**src/rtl/rmap_pkg.sv**
```systemverilog
package rmap_pkg;
  localparam int unsigned DEF_ARCH = 32;
  localparam int unsigned DEF_PHYS = 64;
  localparam int unsigned DEF_CKPT = 4;
endpackage

```
**src/rtl/rmap_lowest_pick.sv**
```systemverilog
// Lowest set bit of a request vector: one-hot, index and any flag.
module rmap_lowest_pick #(
  parameter int unsigned W  = 8,
  localparam int unsigned IW = $clog2(W)
) (
  input  logic [W-1:0]  req,
  output logic [W-1:0]  hot,
  output logic [IW-1:0] idx,
  output logic          any
);
  assign hot = req & (~req + W'(1));
  assign any = |req;

  always_comb begin
    idx = '0;
    for (int i = W - 1; i >= 0; i--) begin
      if (req[i]) idx = IW'(i);
    end
  end
endmodule

```
**src/rtl/rmap_freelist.sv**
```systemverilog
// Free mask of physical registers with lowest-first allocation.
module rmap_freelist #(
  parameter int unsigned ARCH = 32,
  parameter int unsigned PHYS = 64,
  localparam int unsigned PW  = $clog2(PHYS)
) (
  input  logic            clk,
  input  logic            rst,
  input  logic            take,
  input  logic [PHYS-1:0] give_hot,
  input  logic [PHYS-1:0] reclaim,
  output logic [PW-1:0]   pick_idx,
  output logic [PHYS-1:0] pick_hot,
  output logic            pick_any,
  output logic [PHYS-1:0] free_mask
);
  logic [PHYS-1:0] free_q;

  rmap_lowest_pick #(.W(PHYS)) u_pick (
    .req (free_q),
    .hot (pick_hot),
    .idx (pick_idx),
    .any (pick_any)
  );

  always_ff @(posedge clk) begin
    if (rst) begin
      for (int i = 0; i < PHYS; i++) free_q[i] <= (i >= ARCH);
    end else begin
      free_q <= (free_q & ~(take ? pick_hot : '0)) | give_hot | reclaim;
    end
  end

  assign free_mask = free_q;
endmodule

```
**src/rtl/rmap_ckpt_bank.sv**
```systemverilog
// Branch checkpoint slots: saved map, allocated-since mask, age relation.
module rmap_ckpt_bank #(
  parameter int unsigned ARCH = 32,
  parameter int unsigned PHYS = 64,
  parameter int unsigned NCK  = 4,
  localparam int unsigned PW  = $clog2(PHYS),
  localparam int unsigned CW  = $clog2(NCK),
  localparam int unsigned MW  = ARCH * PW
) (
  input  logic            clk,
  input  logic            rst,
  input  logic            take,
  input  logic [MW-1:0]   snap_map,
  input  logic [PHYS-1:0] alloc_hot,
  input  logic            res_valid,
  input  logic [CW-1:0]   res_tag,
  input  logic            res_mispred,
  output logic            slot_any,
  output logic [CW-1:0]   slot_idx,
  output logic [MW-1:0]   restore_map,
  output logic [PHYS-1:0] reclaim,
  output logic [NCK-1:0]  active
);
  logic [NCK-1:0]  act_q;
  logic [NCK-1:0]  slot_hot;
  logic [PHYS-1:0] mask_q [NCK];
  logic [MW-1:0]   map_q  [NCK];
  logic [NCK-1:0]  yng_q  [NCK];

  rmap_lowest_pick #(.W(NCK)) u_slot (
    .req (~act_q),
    .hot (slot_hot),
    .idx (slot_idx),
    .any (slot_any)
  );

  assign restore_map = map_q[res_tag];
  assign reclaim     = (res_valid && res_mispred) ? mask_q[res_tag] : '0;
  assign active      = act_q;

  for (genvar i = 0; i < NCK; i++) begin : g_slot
    logic kill_i, new_i;
    assign new_i  = take && slot_hot[i];
    assign kill_i = res_valid &&
                    ((res_tag == CW'(i)) || (res_mispred && yng_q[res_tag][i]));

    always_ff @(posedge clk) begin
      if (rst) begin
        act_q[i]  <= 1'b0;
        mask_q[i] <= '0;
        yng_q[i]  <= '0;
      end else begin
        if (new_i)       act_q[i] <= 1'b1;
        else if (kill_i) act_q[i] <= 1'b0;
        mask_q[i] <= new_i ? '0 : (mask_q[i] | alloc_hot);
        if (new_i)                  yng_q[i] <= '0;
        else if (act_q[i] && take)  yng_q[i] <= yng_q[i] | slot_hot;
      end
    end

    always_ff @(posedge clk) begin
      if (new_i) map_q[i] <= snap_map;
    end
  end
endmodule

```
**src/rtl/rename_ckpt_map.sv**
```systemverilog
module rename_ckpt_map #(
  parameter int unsigned ARCH_REGS = rmap_pkg::DEF_ARCH,
  parameter int unsigned PHYS_REGS = rmap_pkg::DEF_PHYS,
  parameter int unsigned NUM_CKPT  = rmap_pkg::DEF_CKPT,
  localparam int unsigned AW = $clog2(ARCH_REGS),
  localparam int unsigned PW = $clog2(PHYS_REGS),
  localparam int unsigned CW = $clog2(NUM_CKPT),
  localparam int unsigned MW = ARCH_REGS * PW
) (
  input  logic          clk,
  input  logic          rst,
  input  logic          ren_valid,
  input  logic          ren_wr,
  input  logic [AW-1:0] ren_src1,
  input  logic [AW-1:0] ren_src2,
  input  logic [AW-1:0] ren_dst,
  output logic          ren_ready,
  output logic          rsp_valid,
  output logic [PW-1:0] rsp_src1,
  output logic [PW-1:0] rsp_src2,
  output logic          rsp_dst_vld,
  output logic [PW-1:0] rsp_dst,
  output logic [PW-1:0] rsp_old,
  input  logic          free_valid,
  input  logic [PW-1:0] free_preg,
  input  logic          br_valid,
  output logic          br_ready,
  output logic          br_ack_valid,
  output logic [CW-1:0] br_ack_tag,
  input  logic          res_valid,
  input  logic [CW-1:0] res_tag,
  input  logic          res_mispred
);
  logic [PW-1:0]        map_q [ARCH_REGS];
  logic [MW-1:0]        snap_flat, restore_flat;
  logic [PW-1:0]        pick_idx;
  logic [PHYS_REGS-1:0] pick_hot, give_hot, reclaim, free_mask, alloc_hot;
  logic                 pick_any, slot_any, flush, ren_fire, wr_fire, br_fire;
  logic [CW-1:0]        slot_idx;
  logic [NUM_CKPT-1:0]  ck_act;

  assign flush     = res_valid && res_mispred;
  assign ren_ready = !flush && (!ren_wr || pick_any);
  assign ren_fire  = ren_valid && ren_ready;
  assign wr_fire   = ren_fire && ren_wr;
  assign br_ready  = !flush && slot_any;
  assign br_fire   = br_valid && br_ready;
  assign give_hot  = free_valid ? (PHYS_REGS'(1) << free_preg) : '0;
  assign alloc_hot = wr_fire ? pick_hot : '0;

  rmap_freelist #(.ARCH(ARCH_REGS), .PHYS(PHYS_REGS)) u_free (
    .clk       (clk),
    .rst       (rst),
    .take      (wr_fire),
    .give_hot  (give_hot),
    .reclaim   (reclaim),
    .pick_idx  (pick_idx),
    .pick_hot  (pick_hot),
    .pick_any  (pick_any),
    .free_mask (free_mask)
  );

  rmap_ckpt_bank #(.ARCH(ARCH_REGS), .PHYS(PHYS_REGS), .NCK(NUM_CKPT)) u_ckpt (
    .clk         (clk),
    .rst         (rst),
    .take        (br_fire),
    .snap_map    (snap_flat),
    .alloc_hot   (alloc_hot),
    .res_valid   (res_valid),
    .res_tag     (res_tag),
    .res_mispred (res_mispred),
    .slot_any    (slot_any),
    .slot_idx    (slot_idx),
    .restore_map (restore_flat),
    .reclaim     (reclaim),
    .active      (ck_act)
  );

  // Map table entries; the snapshot includes a same-cycle rename.
  for (genvar i = 0; i < ARCH_REGS; i++) begin : g_map
    logic hit;
    assign hit = wr_fire && (ren_dst == AW'(i));
    assign snap_flat[i*PW +: PW] = hit ? pick_idx : map_q[i];

    always_ff @(posedge clk) begin
      if (rst)        map_q[i] <= PW'(i);
      else if (flush) map_q[i] <= restore_flat[i*PW +: PW];
      else if (hit)   map_q[i] <= pick_idx;
    end
  end

  always_ff @(posedge clk) begin
    if (rst) begin
      rsp_valid    <= 1'b0;
      rsp_src1     <= '0;
      rsp_src2     <= '0;
      rsp_dst_vld  <= 1'b0;
      rsp_dst      <= '0;
      rsp_old      <= '0;
      br_ack_valid <= 1'b0;
      br_ack_tag   <= '0;
    end else begin
      rsp_valid    <= ren_fire;
      br_ack_valid <= br_fire;
      if (ren_fire) begin
        rsp_src1    <= map_q[ren_src1];
        rsp_src2    <= map_q[ren_src2];
        rsp_dst_vld <= ren_wr;
        rsp_dst     <= ren_wr ? pick_idx : '0;
        rsp_old     <= ren_wr ? map_q[ren_dst] : '0;
      end
      if (br_fire) br_ack_tag <= slot_idx;
    end
  end
endmodule

```
**config.mk**
```make
export PLATFORM = sky130hd
export DESIGN_NAME = rename_ckpt_map
export DESIGN_NICKNAME = d
export VERILOG_FILES = /design/src/rtl/rmap_pkg.sv /design/src/rtl/rmap_lowest_pick.sv /design/src/rtl/rmap_freelist.sv /design/src/rtl/rmap_ckpt_bank.sv /design/src/rtl/rename_ckpt_map.sv
export SDC_FILE = /design/constraint.sdc
export NUM_CORES = 2
export LEC_CHECK = 0
export BUFFER_PORTS_ARGS = -buffer_cell sky130_fd_sc_hd__buf_2
export CAP_MARGIN = 10
export CORE_ASPECT_RATIO = 0.7
export CORE_UTILIZATION = 63
export DETAILED_ROUTE_END_ITERATION = 10
export GPL_ROUTABILITY_DRIVEN = 0
export PLACE_DENSITY = 0.76
export SYNTH_ARGS = -nofsm -noshare
export SYNTH_HDL_FRONTEND = slang
export SYNTH_SLANG_ARGS = --single-unit
```
**constraint.sdc**
```tcl
create_clock -name clk -period 19.9 [get_ports clk]
set_clock_uncertainty 0.15 [all_clocks]
set_input_delay 1.99 -clock clk [delete_from_list [all_inputs] [get_ports clk]]
set_output_delay 1.99 -clock clk [all_outputs]
set_load 0.01 [all_outputs]
```
==> out/metrics.csv <==
stage,metric,value,unit
worst_setup_path,path_depth,6,
cts,cts_buffer_depth,3,
worst_setup_path,crit_path_start_kind,register,
synthesis,synth.area.top_cells,"edfxtp_1 (50%), mux4_2 (17%), dfxtp_1 (12%)",
grt,grt_pass1_vias,37134,
routing,ant_nets,0,
synthesis,synth_top_area_share,0.5018,
worst_setup_path,crit_fanout,12,
synthesis,synth-main-ff-cell,edfxtp_1,
grt,grt_pass1_wl,251600,um
routing,finalWirelength,173100,um
synthesis,synth_cell_types,76,
floorplanning,placementRows,92,
outcome,status,completed,
cts,postCtsSetupBuffers,0,
routing,wl_per_cell,32.54,um
floorplanning,initial_core_util,0.6412,
synthesis,syn-num-nets,4055,
routing,via_per_inst,7.431,
cts,path_clk_slew,0.07,ns
floorplanning,io_pins,62,
worst_setup_path,rrSetupSlack,15.18,ns
routing,drc,0,
final_layout,multi_input_area,20610,um2
final_layout,synthToLayoutAreaGrowth,9.865,%
grt,grt_busiest_layer,met1,
final_layout,antenna_cells,0,
grt,grt_max_degree,140,
sta,period_minus_slack,6.159,ns
cts,cts-hold-fix-buffers,0,
routing,vias,39524,
worst_setup_path,crit_buf_inv,2,
worst_setup_path,r2r_end,map_q[25][3],
grt,globalRouteOverflowTotal,0,
cts,cts_sinks,1325,
routing,drtIter0Drc,7623,
final_layout,fillers,5848,
placement,numPortBuffers,61,
placement,dpl.hpwl,107100,um
floorplanning,die_area,93560,um2
hold_path,holdPathEnd,u_ckpt.mask_q[2][55],
cts,h-tree-depth,3,
synthesis,post-synth-top-count-cell,edfxtp_1,
synthesis,async_flop_share,0,
grt,use_met1,0.5543,
floorplanning,core_area,90710,um2
cts,clk_latency,0.74,ns
worst_setup_path,cp_top_family,simple AND/OR/NAND/NOR gates,
final_layout,layout-drive-gt1-share,0.2058,
sta,slew_headroom,0.06339,
worst_setup_path,crit_type,register to output port,
grt,use_met2,0.4724,
final_layout,final_util,0.7045,
worst_setup_path,r2r_cells,8,
worst_setup_path,crit_top_cell,nor4_1,
worst_setup_path,critPathMaxStageDelay,1.04,ns
hold_path,whs_path_depth,2,
worst_setup_path,r2r_start,u_free.free_mask[58],
synthesis,yosysTopAreaCell,edfxtp_1,
grt,grt_usage,0.3715,
synthesis,netlist_instances,4024,
sta,hold_viol_final,0,
worst_setup_path,worstPathCellList,nor4_1 -> buf_4 -> nand4_1 -> nor4_1 -> a31oi_1 -> buf_2,
hold_path,worstHoldStart,u_ckpt.mask_q[2][55],
pwr,vdd_drop_max,108.1,uV
cts,cts_made_buffers,120,
pwr,powerDensity,94.18,nW/um2
final_layout,nNetsFinal,4022,
sta,tns,0,ns
sta,slew_viol_final,0,
sta,fin_ws,13.74,ns
pwr,power.total,6.018,mW
worst_setup_path,critPathSlowestCell,nor4_1,
sta,setup_viol_count_final,0,
synthesis,syn_area_per_cell,14.45,um2
worst_setup_path,critPathCaptureType,output port,
synthesis,synth_edf_count,972,
grt,antenna_found_initial,8,
synthesis,netlist_top_cells_count,"edfxtp_1 (972), mux4_2 (434), nand2_1 (431), dfxtp_1 (353), o21ai_0 (323)",
sta,rsz0062_at_grt,no,
grt,gr-usage-met3,0.1764,
sta,clock.fmax,162.4,MHz
worst_setup_path,arrival,4.02,ns
worst_setup_path,startpoint,u_free.free_mask[16],
pwr,leakage,21.07,nW
synthesis,ys_warn_count,0,
placement,dp_slack,13.51,ns
sta,worst_pin_slew,1.394,ns
flow_run,cap_violations,0,
cts,tritoncts,done,
floorplanning,die_h,256.2,um
routing,drt_first_pass_iters,10,
synthesis,synth.yosys.seq_area_share,0.6233,
synthesis,syn-cell-area,58160,um2
synthesis,synth-seq-cells,1325,
sta,min_period_over_period,0.3095,
worst_setup_path,critPathRequiredTime,17.76,ns
cts,post_cts_resized,0,
final_layout,register_area,36250,um2
floorplanning,die_x,365.2,um
cts,cts_root_buf,clkbuf_16,
hold_path,worstHoldPathType,register to register,
==> worst max path at each step <==
stage	to	slack, ns
after floorplan	u_ckpt.mask_q[3][16]	2.01
after global placement	u_ckpt.map_q[3][57]	13.59
after detailed placement	u_ckpt.map_q[3][54]	13.51
after CTS	ren_ready	13.99
after global routing	ren_ready	13.77
final	ren_ready	13.74
==> layout by cell type, fill, tap and decap left out, types with 9 or more instances in the layout <==
cell,instances
nand2b_1,34
a21oi_1,106
o41ai_1,12
clkbuf_16,126
or4_1,12
nor2_1,204
clkinv_1,13
nand4_1,13
and3_1,9
edfxtp_1,972
o211ai_1,19
o22a_1,15
nand3_1,26
o31ai_1,20
nand2_1,429
nor3b_1,9
a221oi_1,29
bufinv_16,18
clkbuf_1,24
mux2i_1,20
or2_2,11
inv_1,77
o21a_1,226
o21ai_0,321
or3_1,14
and2_1,9
buf_2,53
clkinv_2,23
nor3_1,39
nor4_1,34
nor2b_1,15
nor3_2,9
o21bai_1,24
a211oi_1,22
a31oi_1,27
dfxtp_1,353
a22oi_1,28
mux4_2,434
buf_4,88
o2111ai_1,17
==> sequential cells by signal, summed over array words and instances (netlist names), 2 cells and up <==
register	count
br_ack_tag	2
rsp_src1	6
rsp_src2	6
u_ckpt.mask_q	256
u_free.free_mask	64
rsp_dst	6
u_ckpt.active	4
rsp_old	6
u_ckpt.yng_q	12
u_ckpt.map_q	768
map_q	192
==> kinds of logic (layout without fill, tap and decap cells) <==
| group | after synthesis | count (layout) | share of synthesized area |
|---|---|---|---|
| flops | 1325 | 1325 | 0.6233 |
| compound gates | 948 | 948 | 0.1068 |
| simple gates | 913 | 913 | 0.07237 |
| mux | 457 | 457 | 0.1721 |
| buf+inv | 381 | 454 | 0.02541 |
==> power by group <==
part           switching (mW)  internal, mW  total [mW]
Combinational           0.336         0.158       0.494
Sequential             0.0437          3.03        3.08
Clock                    1.04          1.41        2.45
Total                    1.42          4.60        6.02
==> routing by layer <==
layer / vias to the layer above / wire (um)
met4: 12 / 7719
met2: 3654 / 68300
met1: 19490 / 64180
li1: 15764 / -
met5: - / 208
met3: 604 / 32680
==> cell type report <==
class	count	area share
clock buffer	155	0.05183
sequential	1325	0.5674
clock inverter	73	0.01328
tap	1222	0.02393
multi-input combinational	2318	0.3226
inverter	76	0.004464
timing repair buffer	150	0.01655
==> tightest hold or removal path: stages (launching register included) <==
cell	delay, ns
dfxtp_1	0.31
inv_1	0.05
a21oi_1	0.05
==> stage by stage <==
stage | area, um2 | cells | hold WS [ns]
2_1_floorplan | 58160 | 4024 | 0.2723
3_3_place_gp | 59690 | 5084 | 0.2794
3_5_place_dp | 59690 | 5084 | 0.2868
4_1_cts | 63850 | 5312 | 0.2963
5_1_grt | 63900 | 5319 | 0.3204
6_report | 63900 | 5319 | 0.2958
Note: power is estimated with default switching activity, not from simulation.
